===== config.mk =====
export PLATFORM = sky130hd
export DESIGN_NAME = masked_qword_store
export DESIGN_NICKNAME = d
export VERILOG_FILES = /design/src/rtl/mqs_pkg.sv /design/src/rtl/mqs_mask_decode.sv /design/src/rtl/mqs_lane_addr.sv /design/src/rtl/mqs_req_ctrl.sv /design/src/rtl/masked_qword_store.sv
export SDC_FILE = /design/constraint.sdc
export NUM_CORES = 1
export LEC_CHECK = 0
export ABC_AREA = 0
export BUFFER_PORTS_ARGS = -buffer_cell sky130_fd_sc_hd__buf_2
export CAP_MARGIN = 30
export CORE_AREA = 2 2 214 216
export CTS_CLUSTER_SIZE = 10
export DETAILED_ROUTE_END_ITERATION = 6
export DIE_AREA = 0 0 216 218
export PLACE_DENSITY_LB_ADDON = 0.05
export RECOVER_POWER = 25
export SLEW_MARGIN = 30
export SYNTH_ARGS = -nofsm -noshare
export SYNTH_HDL_FRONTEND = slang
export SYNTH_SLANG_ARGS = --single-unit
export TNS_END_PERCENT = 5

===== constraint.sdc =====
create_clock -name clk -period 6.2 [get_ports clk]
set_input_delay 0.93 -clock clk [delete_from_list [all_inputs] [get_ports clk]]
set_output_delay 0.93 -clock clk [all_outputs]
set_load 0.03 [all_outputs]

===== src/rtl/mqs_pkg.sv =====
package mqs_pkg;
  localparam int LANES        = 8;
  localparam int BYTE_W       = 8;
  localparam int ADDR_W       = 32;
  localparam int SHORT_ADDR_W = 16;
  localparam int TOP_W        = 3;
  localparam int TAG_W        = 16;
  localparam int DATA_W       = LANES * BYTE_W;

  typedef enum logic [0:0] {ST_IDLE, ST_ISSUE} mqs_state_e;

  // Address of one byte lane: base + lane, wrapped to the active address width.
  function automatic logic [ADDR_W-1:0] lane_address(input logic [ADDR_W-1:0] base,
                                                      input int lane,
                                                      input logic wide);
    logic [ADDR_W-1:0] sum;
    sum = base + ADDR_W'(lane);
    if (!wide) sum[ADDR_W-1:SHORT_ADDR_W] = '0;
    return sum;
  endfunction
endpackage


===== src/rtl/mqs_mask_decode.sv =====
module mqs_mask_decode #(
  parameter int LANES  = mqs_pkg::LANES,
  parameter int BYTE_W = mqs_pkg::BYTE_W,
  localparam int DATA_W = LANES * BYTE_W
) (
  input  logic [DATA_W-1:0] mask,
  output logic [LANES-1:0]  be,
  output logic              any_en
);
  // Only the top bit of each mask byte selects its lane.
  for (genvar g = 0; g < LANES; g++) begin : g_lane
    assign be[g] = mask[g*BYTE_W + BYTE_W - 1];
  end
  assign any_en = |be;
endmodule


===== src/rtl/mqs_lane_addr.sv =====
module mqs_lane_addr #(
  parameter int LANES  = mqs_pkg::LANES,
  parameter int ADDR_W = mqs_pkg::ADDR_W
) (
  input  logic [ADDR_W-1:0]       base,
  input  logic                    wide,
  output logic [LANES*ADDR_W-1:0] lanes
);
  for (genvar g = 0; g < LANES; g++) begin : g_addr
    assign lanes[g*ADDR_W +: ADDR_W] = mqs_pkg::lane_address(base, g, wide);
  end
endmodule


===== src/rtl/mqs_req_ctrl.sv =====
module mqs_req_ctrl #(
  parameter int LANES  = mqs_pkg::LANES,
  parameter int BYTE_W = mqs_pkg::BYTE_W,
  parameter int ADDR_W = mqs_pkg::ADDR_W,
  localparam int DATA_W = LANES * BYTE_W
) (
  input  logic              clk,
  input  logic              rst_n,
  input  logic              op_valid,
  output logic              op_ready,
  input  logic              any_en,
  input  logic [DATA_W-1:0] in_data,
  input  logic [LANES-1:0]  in_be,
  input  logic [ADDR_W-1:0] in_base,
  input  logic              in_wide,
  input  logic              mem_ready,
  output logic              req_valid,
  output logic [DATA_W-1:0] req_data,
  output logic [LANES-1:0]  req_be,
  output logic [ADDR_W-1:0] req_base,
  output logic              req_wide,
  output logic              done,
  output logic              fp_wr
);
  import mqs_pkg::*;

  mqs_state_e state_q;
  logic accept_evt;
  logic retire_evt;

  assign op_ready   = (state_q == ST_IDLE);
  assign req_valid  = (state_q == ST_ISSUE);
  assign accept_evt = op_valid && op_ready;
  assign retire_evt = req_valid && mem_ready;

  always_ff @(posedge clk) begin
    if (!rst_n) begin
      state_q  <= ST_IDLE;
      done     <= 1'b0;
      fp_wr    <= 1'b0;
      req_data <= '0;
      req_be   <= '0;
      req_base <= '0;
      req_wide <= 1'b0;
    end else begin
      done  <= 1'b0;
      fp_wr <= accept_evt;
      unique case (state_q)
        ST_IDLE: begin
          if (accept_evt) begin
            req_data <= in_data;
            req_be   <= in_be;
            req_base <= in_base;
            req_wide <= in_wide;
            if (any_en) state_q <= ST_ISSUE;
            else        done    <= 1'b1;
          end
        end
        ST_ISSUE: begin
          if (retire_evt) begin
            state_q <= ST_IDLE;
            done    <= 1'b1;
          end
        end
        default: state_q <= ST_IDLE;
      endcase
    end
  end

  assert_hold_stable_R5: assert property (@(posedge clk) disable iff (!rst_n)
    req_valid && !mem_ready |=> req_valid && $stable(req_data) && $stable(req_be)
                                && $stable(req_base) && $stable(req_wide));

  assert_retire_done_R6: assert property (@(posedge clk) disable iff (!rst_n)
    retire_evt |=> done && !req_valid && op_ready);

  assert_issue_after_accept_R6: assert property (@(posedge clk) disable iff (!rst_n)
    accept_evt && any_en |=> req_valid && !op_ready && !done);

  assert_fp_every_accept_R7: assert property (@(posedge clk) disable iff (!rst_n)
    accept_evt |=> fp_wr);

  assert_fp_single_cycle_R7: assert property (@(posedge clk) disable iff (!rst_n)
    !accept_evt |=> !fp_wr);

  assert_empty_one_cycle_R8: assert property (@(posedge clk) disable iff (!rst_n)
    accept_evt && !any_en |=> done && !req_valid && op_ready);
endmodule


===== src/rtl/masked_qword_store.sv =====
module masked_qword_store #(
  parameter int LANES  = mqs_pkg::LANES,
  parameter int BYTE_W = mqs_pkg::BYTE_W,
  parameter int ADDR_W = mqs_pkg::ADDR_W,
  parameter int TOP_W  = mqs_pkg::TOP_W,
  parameter int TAG_W  = mqs_pkg::TAG_W,
  localparam int DATA_W = LANES * BYTE_W
) (
  input  logic                    clk,
  input  logic                    rst_n,
  input  logic                    op_valid,
  output logic                    op_ready,
  input  logic [DATA_W-1:0]       op_data,
  input  logic [DATA_W-1:0]       op_mask,
  input  logic [ADDR_W-1:0]       op_base,
  input  logic                    op_wide_addr,
  output logic                    mem_req_valid,
  input  logic                    mem_req_ready,
  output logic [ADDR_W-1:0]       mem_req_addr,
  output logic [LANES*ADDR_W-1:0] mem_req_lane_addr,
  output logic [DATA_W-1:0]       mem_req_data,
  output logic [LANES-1:0]        mem_req_be,
  output logic                    mem_req_nt,
  output logic                    done,
  output logic                    fp_wr,
  output logic [TOP_W-1:0]        fp_top,
  output logic [TAG_W-1:0]        fp_tag
);
  logic [LANES-1:0]  dec_be;
  logic              dec_any;
  logic [ADDR_W-1:0] req_base;
  logic              req_wide;

  mqs_mask_decode #(.LANES(LANES), .BYTE_W(BYTE_W)) u_decode (
    .mask   (op_mask),
    .be     (dec_be),
    .any_en (dec_any)
  );

  mqs_req_ctrl #(.LANES(LANES), .BYTE_W(BYTE_W), .ADDR_W(ADDR_W)) u_ctrl (
    .clk       (clk),
    .rst_n     (rst_n),
    .op_valid  (op_valid),
    .op_ready  (op_ready),
    .any_en    (dec_any),
    .in_data   (op_data),
    .in_be     (dec_be),
    .in_base   (op_base),
    .in_wide   (op_wide_addr),
    .mem_ready (mem_req_ready),
    .req_valid (mem_req_valid),
    .req_data  (mem_req_data),
    .req_be    (mem_req_be),
    .req_base  (req_base),
    .req_wide  (req_wide),
    .done      (done),
    .fp_wr     (fp_wr)
  );

  mqs_lane_addr #(.LANES(LANES), .ADDR_W(ADDR_W)) u_lanes (
    .base  (req_base),
    .wide  (req_wide),
    .lanes (mem_req_lane_addr)
  );

  assign mem_req_addr = mem_req_lane_addr[ADDR_W-1:0];
  // Every request is a write-only, write-combining store.
  assign mem_req_nt   = 1'b1;
  // State transition: stack top to zero, all tags valid (zero).
  assign fp_top       = '0;
  assign fp_tag       = '0;

  assert_no_empty_write_R8: assert property (@(posedge clk) disable iff (!rst_n)
    mem_req_valid |-> mem_req_be != '0);

  for (genvar g = 0; g < LANES; g++) begin : g_chk
    assert_short_wrap_R3: assert property (@(posedge clk) disable iff (!rst_n)
      mem_req_valid && !req_wide |->
        mem_req_lane_addr[g*ADDR_W + mqs_pkg::SHORT_ADDR_W +: ADDR_W - mqs_pkg::SHORT_ADDR_W] == '0);
  end
endmodule


# After elaboration in Yosys (flattened, before gate mapping)
# Index checks and enable logic that the tools add are counted.
# op_classes
addsub,7
n_mux,16
n_bitwise,1
reduce_logical,4
# op_table
op,count
$add A32 B3 Y32 const B,4
$mux W16,8
$add A32 B2 Y32 const B,2
$add A32 B1 Y32 const B,1
$reduce_or A8 Y1,1
$mux W1,6
$pmux W1 S2,2
$logic_and A1 B1 Y1,2
$reduce_and A2 Y1,1
$not A1 Y1,1
# word_totals
ff_bits,108
output_inout_bits,384

# Longest topological paths before layout
# Gate-level depths: netlist (run 1).
# depth
ltp_word,4
mapped_depth,8
depth_no_buf,6

# Cells and area by module
# Synthesis (run 1) repeated with hierarchy kept, for this count alone.
# unflattened
cells_unflattened,1170
area_unflattened_um2,8948.6
# modules_own_cells
mod,n_inst,cells_per_inst,area_per_inst_um2,seq_area_each_um2
mqs_req_ctrl,1,466,4275.4,2162.1
mqs_lane_addr,1,639,4199.0,0.0
masked_qword_store,1,54,397.9,0.0
mqs_mask_decode,1,11,76.3,0.0

# Worst setup path after synthesis (run 1)
# OpenSTA, ideal clock, no wires.
# synth_timing
path_type,register to output
from,register u_ctrl.req_base[1]
to,output port mem_req_lane_addr[119]
t_arrival_ns,2.923
slack_ns,2.347
stages_incl_launch_ff,9
path_buffers,2
path_cell_list,dfxtp_1 -> clkbuf_1 -> inv_1 -> ha_1 -> a21oi_1 -> or4_1 -> clkbuf_1 -> or3b_2 -> a21oi_1
# synth_between
elab_chain_cells,2
# synth_rtl
element,line,source
"start, declared",mqs_req_ctrl.sv:20,"output logic [ADDR_W-1:0] req_base,"
"start signal, assigned",mqs_req_ctrl.sv:53,req_base <= in_base;
$add A32 B2 Y32,mqs_pkg.sv:17,sum = base + ADDR_W'(lane);
$mux W16,mqs_pkg.sv:18,if (!wide) sum[ADDR_W-1:SHORT_ADDR_W] = '0;
"end, declared",masked_qword_store.sv:20,"output logic [LANES*ADDR_W-1:0] mem_req_lane_addr,"
# Every way passes these cells.

# Worst setup path in the final report (run 1)
# layout_timing
from,register u_ctrl.req_base[4]
to,output port mem_req_lane_addr[255]
# layout_between
elab_chain_cells,2
# layout_rtl
element,line
$add A32 B3 Y32,mqs_pkg.sv:17
$mux W16,mqs_pkg.sv:18
# Every way passes these cells.

==> qor.txt, run 1 <==
Status: finished, violations left
Violated checks: max-capacitance violations, max-slew violations
Total CTS buffers: 9
Reg2reg path depth: 4
Remaining global-route overflow: 0
Final Setup Violations: 0
Hold Path Origin: u_ctrl.req_data[59]$_SDFFE_PN0P_
Number of routed nets with antenna violations: 0
Cells after Synth: 1179
Sink Count: 108
CTS tree: yes
GRT Util Overall: 18.7%
Post-synth top area share: 25.2%
Horiz. Die Dim: 216 µm
Final Core Density: 24.8%
Routed length per placed instance: 21.2 µm
Predominant post-synthesis flop cell: dfxtp_1
Worst hold path depth: 2
Leakage Power: 5.18 nW
Synth cell types: 43
Fill cells: 5203
Pre-antenna DRT Iters: 5
Syn avg cell area: 7.26 µm²
MaxCap Viol Count: 2
WP data required: 5.27 ns
Final period utilization: 82.2%
Peak VDD IR: 0.134 mV
Most frequent cells in the layout: buf_2 (378), nand2_1 (278), dfxtp_1 (108)
GPL Wtd Cong: 0.778
Initial antenna violation count: 1
Routed via count: 9257
Min-Delay Path Class: flop to flop
Die height: 218 µm
Number of H-tree levels: 3
Worst-Margin Slew: 4.09 ns
Tmin final: 5.10 ns
DP HPWL: 35.1 mm
Area added between synthesis and finish: 30.3%
I/O Pins: 549
Pre-CTS setup slack: 1.83 ns
Hold Vio Cnt, Final: 0
RSZ-0062 raised after global routing: no
Register Area: 2160 µm²
CTS Buffer Depth: 2
Setup crit start kind: flop
Pwr dens: 183 nW/µm²
Largest net degree at the start of global routing: 97
Number of synthesized register bits: 108
Post-synth top area cell: dfxtp_1
Row cnt: 78
First-pass GRT wire length: 64.4 mm
Yosys warns: 0
Most common cell after layout, fill and taps aside: buf_2
R2r setup slk: 1.62 ns
Die ar.: 47100 µm²
Hold EP: u_ctrl.req_data[59]$_SDFFE_PN0P_
CTS clk-pin slew, worst paths: 0.08 ns
FMAX: 0.196 GHz
Worst clock skew: 0.00972 ns
DRC Markers: 0
Hold_buf cts: 0
Post-CTS resize count: 0
Area of the mapped netlist: 8560 µm²
Top cells by area, synth: dfxtp_1 (25%), nand2_1 (12%), mux2i_1 (9.9%), a21boi_0 (9.2%), buf_4 (6.8%)
Final setup margin: 1.10 ns
Worst flop-to-flop path startpoint: u_ctrl.req_valid$_SDFF_PN0_
Asr flop ratio synth: 0%
Worst r2r dst: u_ctrl.req_data[38]$_SDFFE_PN0P_
Hold_ws: 0.468 ns
Multi-input logic area: 5440 µm²
DR vias/cell: 4.32
Clock Latency Late Sink: 0.38 ns
CTS Root Buffer Type: clkbuf_16
WP data arrival: 4.17 ns
EDFF count, synth: 0
Sequential share of the synthesized area: 25.2%
Setup TNS: 0 ns
Initial Util: 19.1%
Core Box Area: 44900 µm²
Nets: 1714
Relative slew slack: -173%
Crit Path Max Fanout: 20
Fraction of layout cells with a size suffix above 1: 27.2%
Vias in the first global route: 8907
CP Capture Type: primary output
Port bufs: 472
Final-report max-slew violation count: 152
Post CTS Setup Buffer Count: 0
Post-Route WL: 45.4 mm
Crit Path Class: flop to primary output
Drt first-iter violations: 438
final cells by class:
cell class,count,share of cell area [%]
Inverter,28,0.942
Timing Repair Buffer,497,21.6
Clock buffer,10,2.05
Tap cell,600,6.73
Sequential cell,108,19.4
Clock inverter,5,0.550
Antenna cell,1,0.0224
Multi-Input combinational cell,894,48.8
cells in the mapped netlist, types with 2 or more instances:
library cell,count
a21boi_0,105
and2_1,7
nand4_2,2
nor2_1,49
buf_1,11
conb_1,2
xnor2_1,55
mux2i_1,85
clkbuf_1,63
and4_1,5
and3_1,2
a221oi_1,3
xor2_1,42
or2_2,4
buf_2,14
nand3b_1,5
or4_1,9
inv_1,27
or3_1,24
nand2_1,279
buf_4,78
o21ai_0,18
nand2b_1,14
nor2b_1,3
ha_1,11
a21oi_1,26
nor3_1,40
nand4_1,19
dfxtp_1,108
nor4_1,20
or4_4,3
nand3_1,35
layer usage:
metal | share of wire, % | global-route usage, %
met5 | 0 | 0
met4 | 1.7 | 4.84
met3 | 7.1 | 5.83
met2 | 48 | 31.8
met1 | 43 | 22.9
metrics by stage:
step                instance area [µm²]  cells  power (mW)
finish                            11200   2143        2.04
global route                      11200   2142        2.16
CTS                               11300   2141        2.10
detailed placement                11000   2126        1.45
global placement                  11000   2126        1.45
floorplan                          8630   1197        1.23
kinds of logic after synthesis:
kind of cell | synth area share (%)
other | 0.0877
xor gates and xnor gates | 9.92
and+or+nand+nor | 28.2
muxes | 9.94
DFF | 25.2
buffers and inverters | 12.3
AOI/OAI and AO/OA | 12.7
adders and majority gates | 1.61
how the worst max path moves through the flow:
| stage | startpoint | end | slack, ns | cells after the start |
|---|---|---|---|---|
| 3_3_place_gp | u_ctrl.req_base[18]$_SDFFE_PN0P_ | mem_req_lane_addr[119] | 1.89 | 5 |
| 5_1_grt | op_valid | u_ctrl.req_data[38]$_SDFFE_PN0P_ | 0.69 | 5 |
| 2_1_floorplan | u_ctrl.req_base[1]$_SDFFE_PN0P_ | mem_req_lane_addr[119] | 2.35 | 8 |
| 6_report | u_ctrl.req_base[4]$_SDFFE_PN0P_ | mem_req_lane_addr[255] | 1.10 | 6 |
| 4_1_cts | u_ctrl.req_base[3]$_SDFFE_PN0P_ | mem_req_lane_addr[255] | 1.39 | 5 |
| 3_5_place_dp | u_ctrl.req_base[3]$_SDFFE_PN0P_ | mem_req_lane_addr[255] | 1.83 | 5 |
worst max-delay path, cell delays in order (launching register included):
cell and delay [ns]:
dfxtp_1 0.31, clkbuf_1 0.86, nand2_1 0.67, or4_1 1.00, nor4_1 0.45, mux2i_1 0.24
buf_2 0.23
sequential cells by signal (all words and copies together) (netlist names):
signal	cells
u_ctrl.done	1
u_ctrl.fp_wr	1
u_ctrl.req_data	64
u_ctrl.req_valid	1
u_ctrl.req_base	32
u_ctrl.req_be	8
u_ctrl.req_wide	1
power by group:
group | total, mW | switching, mW | internal (mW)
Combinational | 0.643 | 0.473 | 0.170
Sequential | 0.775 | 0.0395 | 0.735
Clock | 0.623 | 0.308 | 0.315
(Power assumes the default switching activity.)
==> inputs of run 2 (changes only) <==
clock period = 4.7 ns   (was 6.2 ns; I/O delays follow)
==> run 2 against run 1 <==
The run still ends with max-capacitance violations, max-slew violations left. Design area is 1.3% higher. Clock-buffer cell count stayed put. Final cell count is 0.61% higher. Non-clock buffer count is 12 higher. Wire length is 0.29% lower. Critical endpoint is now mem_req_lane_addr[241].
==> qor.txt, run 2 (synthesis results as in run 1) <==
Status: finished, violations left
Violated checks: max-capacitance violations, max-slew violations
Min-Delay Path Class: flop to flop
Leakage Power: 5.34 nW (+3.1%)
DRC Markers: 0 (unchanged)
Setup TNS: 0 ns (unchanged)
Relative slew slack: -85.8% (+87 points)
Initial antenna violation count: 1 (unchanged)
Area added between synthesis and finish: 32.0%
Final period utilization: 88.1%
CP Capture Type: primary output
Tmin final: 4.14 ns
Pre-antenna DRT Iters: 4 (-1)
DP HPWL: 35.5 mm (+0.97%)
First-pass GRT wire length: 63.9 mm (-0.80%)
FMAX: 0.242 GHz
Vias in the first global route: 9047 (+1.6%)
Most frequent cells in the layout: buf_2 (396), nand2_1 (279), dfxtp_1 (108)
Final setup margin: 0.560 ns (-0.544 ns)
Top reg by flops: u_ctrl.req_data
Die height: 218 µm (unchanged)
CTS Root Buffer Type: clkbuf_16
Nets: 1726 (+0.70%)
Most common cell after layout, fill and taps aside: buf_2
Reg2reg path depth: 4 (unchanged)
CTS Buffer Depth: 2 (unchanged)
Pwr dens: 242 nW/µm² (+32%)
Sink Count: 108 (unchanged)
Crit Path Max Fanout: 11 (-45%)
Horiz. Die Dim: 216 µm (unchanged)
Routed via count: 9241 (-0.17%)
Biggest regs: u_ctrl.req_data x64, u_ctrl.req_base x32, u_ctrl.req_be x8
Number of routed nets with antenna violations: 0 (unchanged)
Largest net degree at the start of global routing: 109 (+12%)
GPL Wtd Cong: 0.764 (-1.8%)
Max reg flops: 64 (unchanged)
Number of H-tree levels: 3 (unchanged)
CTS clk-pin slew, worst paths: 0.08 ns (about the same)
Post CTS Setup Buffer Count: 0 (unchanged)
Peak VDD IR: 0.178 mV (+33%)
I/O Pins: 549 (unchanged)
Hold Vio Cnt, Final: 0 (unchanged)
Design Area, Final: 11300 µm² (+1.3%)
DP Area: 11100 µm² (+1.0%)
CTS tree: yes
Hold_ws: 0.468 ns (+0.000356 ns)
Core Box Area: 44900 µm² (unchanged)
Hold_buf cts: 0 (unchanged)
Final Core Density: 25.2% (+0.33 points)
Total CTS buffers: 9 (unchanged)
DR vias/cell: 4.29 (-0.77%)
Final-report max-slew violation count: 95 (-38%)
Final Setup Violations: 0 (unchanged)
Routed length per placed instance: 21.0 µm (-0.89%)
Row cnt: 78 (unchanged)
MaxCap Viol Count: 2 (unchanged)
Post-Route WL: 45.2 mm (-0.29%)
Fraction of layout cells with a size suffix above 1: 29.7% (+2.5 points)
Worst-Margin Slew: 2.78 ns (-1.31 ns)
Worst clock skew: 0.00906 ns (-0.000664 ns)
Post-CTS resize count: 0 (unchanged)
Die ar.: 47100 µm² (unchanged)
WP data arrival: 3.43 ns (-0.74 ns)
Remaining global-route overflow: 0 (unchanged)
Worst hold path depth: 2 (unchanged)
Setup crit start kind: flop
Crit Path Class: flop to primary output
Port bufs: 472 (unchanged)
Clock Latency Late Sink: 0.39 ns (about the same)
GRT Util Overall: 18.6% (-0.14 points)
Drt first-iter violations: 419 (-4.3%)
Initial Util: 19.1% (unchanged)
RSZ-0062 raised after global routing: no
WP data required: 3.99 ns (-1.28 ns)
Pre-CTS setup slack: 0.943 ns (-0.892 ns)
## run 2: routing by layer
metal  global-route usage (%)  part of all wire (%)  vias up
li1                         -                     -     4583
met1                     22.6                    43     4326
met2                     31.9                    48      305
met3                     5.80                   7.2       27
met4                     4.41                   1.5        0
met5                        0                     0        -
## run 2: critical path, stage by stage, from the launching register on
cell	delay [ns]
dfxtp_1	0.59
inv_1	0.34
ha_1	0.30
buf_4	0.19
a21boi_1	0.14
buf_4	0.20
or3_1	0.43
or3_1	0.38
a21oi_1	0.23
buf_2	0.24
## run 2: worst paths after layout
| path | from | endpoint | slack (ns) |
|---|---|---|---|
| setup / recovery | u_ctrl.req_base[1]$_SDFFE_PN0P_ | mem_req_lane_addr[241] | 0.56 |
| hold / removal | u_ctrl.req_data[59]$_SDFFE_PN0P_ | u_ctrl.req_data[59]$_SDFFE_PN0P_ | 0.47 |
| setup reg to reg | u_ctrl.req_valid$_SDFF_PN0_ | u_ctrl.req_data[38]$_SDFFE_PN0P_ | 1.09 |
| hold reg to reg | u_ctrl.req_data[59]$_SDFFE_PN0P_ | u_ctrl.req_data[59]$_SDFFE_PN0P_ | 0.47 |
## run 2: power by group
group / switching, mW / internal, mW / leakage [nW]
combinational: 0.615 / 0.227 / 4.30
sequential: 0.0604 / 0.970 / 0.888
clock: 0.424 / 0.435 / 0.151
total: 1.10 / 1.63 / 5.34
## run 2: area by class of cell
cell class	count	area [µm²]
inverters	28	105
clock buffers	10	239
diodes	1	2.50
clock inverters	6	71.3
repair buffers	509	2550
flip-flops and latches	108	2160
well taps	600	751
fillers	5158	33600
multi-input cells	894	5430
## run 2: through the flow
step | instances | power, mW
after floorplan | 1197 | 1.63
after global placement | 2139 | 1.92
after detailed placement | 2139 | 1.92
after CTS | 2155 | 2.81
after global routing | 2155 | 2.88
final | 2156 | 2.73
==> inputs of run 3 (changes only) <==
--- a/config.mk
+++ b/config.mk
@@ -10,4 +10,5 @@
 export CAP_MARGIN = 30
 export CORE_AREA = 2 2 214 216
+export CTS_BUF_LIST = sky130_fd_sc_hd__clkbuf_16
 export CTS_CLUSTER_SIZE = 10
 export DETAILED_ROUTE_END_ITERATION = 6
==> constraint.sdc (replaced) <==
create_clock -name clk -period 4.7 [get_ports clk]
set_input_delay 0.47 -clock clk [delete_from_list [all_inputs] [get_ports clk]]
set_output_delay 0.47 -clock clk [all_outputs]
set_load 0.03 [all_outputs]
==> run 3 against run 2 <==
The run still ends with max-capacitance violations, max-slew violations left. Non-clock buffer count is 6 lower. Design area is 0.30% lower. Power is 1.6% lower. Register-to-register slack better by 0.43 ns. Clock skew is 0.0017 ns higher. Hold slack worse by 0.15 ns. Fmax is 5.2% higher. Clock-buffer cell count is 1 lower. Core utilization is 0.075 points lower. Die area stayed put.
==> qor.txt, run 3 (synthesis results as in run 1) <==
Setup TNS: 0 ns (unchanged)
Final period utilization: 83.8% (-4.3 points)
Most common cell after layout, fill and taps aside: buf_2
Violated checks: max-capacitance violations, max-slew violations
Pre-antenna DRT Iters: 5 (+1)
Crit Path Class: flop to primary output
Initial Util: 19.1% (unchanged)
Slowest CP cell: dfxtp_1
Leakage Power: 5.28 nW (-1.2%)
GPL Wtd Cong: 0.794 (+3.8%)
CP Capture Type: primary output
Post-Route WL: 44.8 mm (-1.1%)
DP HPWL: 35.3 mm (-0.60%)
Relative slew slack: -69.8% (+16 points)
Port bufs: 472 (unchanged)
Peak VDD IR: 0.187 mV (+5.1%)
First-pass GRT wire length: 63.7 mm (-0.34%)
CTS clk-pin slew, worst paths: 0.08 ns (about the same)
Post CTS Setup Buffer Count: 0 (unchanged)
Most frequent cells in the layout: buf_2 (383), nand2_1 (278), dfxtp_1 (108)
Worst clock skew: 0.0107 ns (+0.00166 ns)
Power Total: 2.69 mW (-1.6%)
Area added between synthesis and finish: 31.6%
Row cnt: 78 (unchanged)
Final Setup Violations: 0 (unchanged)
Post-route insts no fill: 2151 (-0.23%)
Sink Count: 108 (unchanged)
FMAX: 0.254 GHz (+5.2%)
DR vias/cell: 4.28 (-0.13%)
Biggest regs: u_ctrl.req_data x64, u_ctrl.req_base x32, u_ctrl.req_be x8
Die height: 218 µm (unchanged)
Top reg by flops: u_ctrl.req_data
CTS tree: yes
Drt first-iter violations: 418 (-0.24%)
Worst flop-to-flop path startpoint: u_ctrl.req_valid$_SDFF_PN0_
Tmin final: 3.94 ns (-0.203 ns)
Fraction of layout cells with a size suffix above 1: 28.5% (-1.2 points)
CTS Buffer Depth: 2 (unchanged)
Routed length per placed instance: 20.8 µm (-0.82%)
DRC Markers: 0 (unchanged)
WP data required: 4.23 ns (+0.24 ns)
Routed via count: 9208 (-0.36%)
DP Cell Count: 2132 (-0.33%)
Number of H-tree levels: 3 (unchanged)
Min-Delay Path Class: primary input to flop
Pwr dens: 238 nW/µm² (-1.3%)
Remaining global-route overflow: 0 (unchanged)
Largest net degree at the start of global routing: 109 (unchanged)
Vias in the first global route: 8945 (-1.1%)
Status: finished, violations left
Critical-path cell list: nand4_1, or4_1, nor4_1, mux2i_1, buf_2
RSZ-0062 raised after global routing: no
Core Box Area: 44900 µm² (unchanged)
Crit Path Max Fanout: 16 (+5)
WP data arrival: 3.47 ns (+0.04 ns)
Nets: 1720 (-0.35%)
Final-report max-slew violation count: 30 (-68%)
Max reg flops: 64 (unchanged)
Setup crit start kind: flop
Hold Path Origin: op_data[6]
Clock Latency Late Sink: 0.39 ns (about the same)
CTS Root Buffer Type: clkbuf_16
Number of routed nets with antenna violations: 0 (unchanged)
Hold Vio Cnt, Final: 0 (unchanged)
Hold_buf cts: 0 (unchanged)
MaxCap Viol Count: 1 (-1)
Critical Path Start: u_ctrl.req_base[11]$_SDFFE_PN0P_
I/O Pins: 549 (unchanged)
Hold_ws: 0.318 ns (-0.151 ns)
Worst-Margin Slew: 2.54 ns (-0.238 ns)
Die ar.: 47100 µm² (unchanged)
Post-CTS resize count: 0 (unchanged)
Total CTS buffers: 9 (unchanged)
Fill cells: 5205 (+0.91%)
Crit path max-delay family: simple AND/OR/NAND/NOR gates
Max stage delay on crit path: 0.95 ns (+0.36 ns)
GRT Util Overall: 18.4% (-0.17 points)
Horiz. Die Dim: 216 µm (unchanged)
CP Buf/Inv Count: 1 (-3)
Initial antenna violation count: 1 (unchanged)
run 3: final timing paths:
check	slack (ns)	cells after the start	end
setup reg to reg	1.52	4	u_ctrl.req_data[5]$_SDFFE_PN0P_
hold reg to reg	0.47	2	u_ctrl.req_data[2]$_SDFFE_PN0P_
setup / recovery	0.76	5	mem_req_lane_addr[218]
hold / removal	0.32	3	u_ctrl.req_data[6]$_SDFFE_PN0P_
run 3: through the flow:
stage	cell area, µm²	setup slack [ns]	utilization, %
detailed placement	11100	1.13	24.6
global route	11300	0.443	25.1
global placement	11100	1.16	24.6
finish	11300	0.764	25.1
CTS	11400	0.664	25.3
floorplan	8630	1.31	-
run 3: power by group:
part           internal [mW]  switching (mW)
logic                  0.224           0.611
clock network          0.412           0.406
registers              0.970          0.0649
run 3: worst min-delay path: cells and delay by family:
| family | cells | cell delay [ns] |
|---|---|---|
| buffers and inverters | 1 | 0.09 |
| and+or+nand+nor | 1 | 0.04 |
| AOI/OAI and AO/OA | 1 | 0.06 |
run 3: cell type report:
class	instances	area (µm²)	share of cell area [%]
flip-flops and latches	108	2160	19.2
inverters	28	105	0.932
multi-input cells	894	5430	48.2
well taps	600	751	6.66
diodes	2	5.00	0.0444
clock buffers	9	225	2.00
repair buffers	503	2520	22.4
clock inverters	7	67.6	0.599
run 3: per-layer routing:
metal  global-route usage (%)  up-vias  wire [µm]
met1                     22.1     4314      19000
met2                     31.9      291      21700
li1                         -     4575          -
met5                        0        -         13
met3                     6.05       26       3350
met4                     3.95        2        603
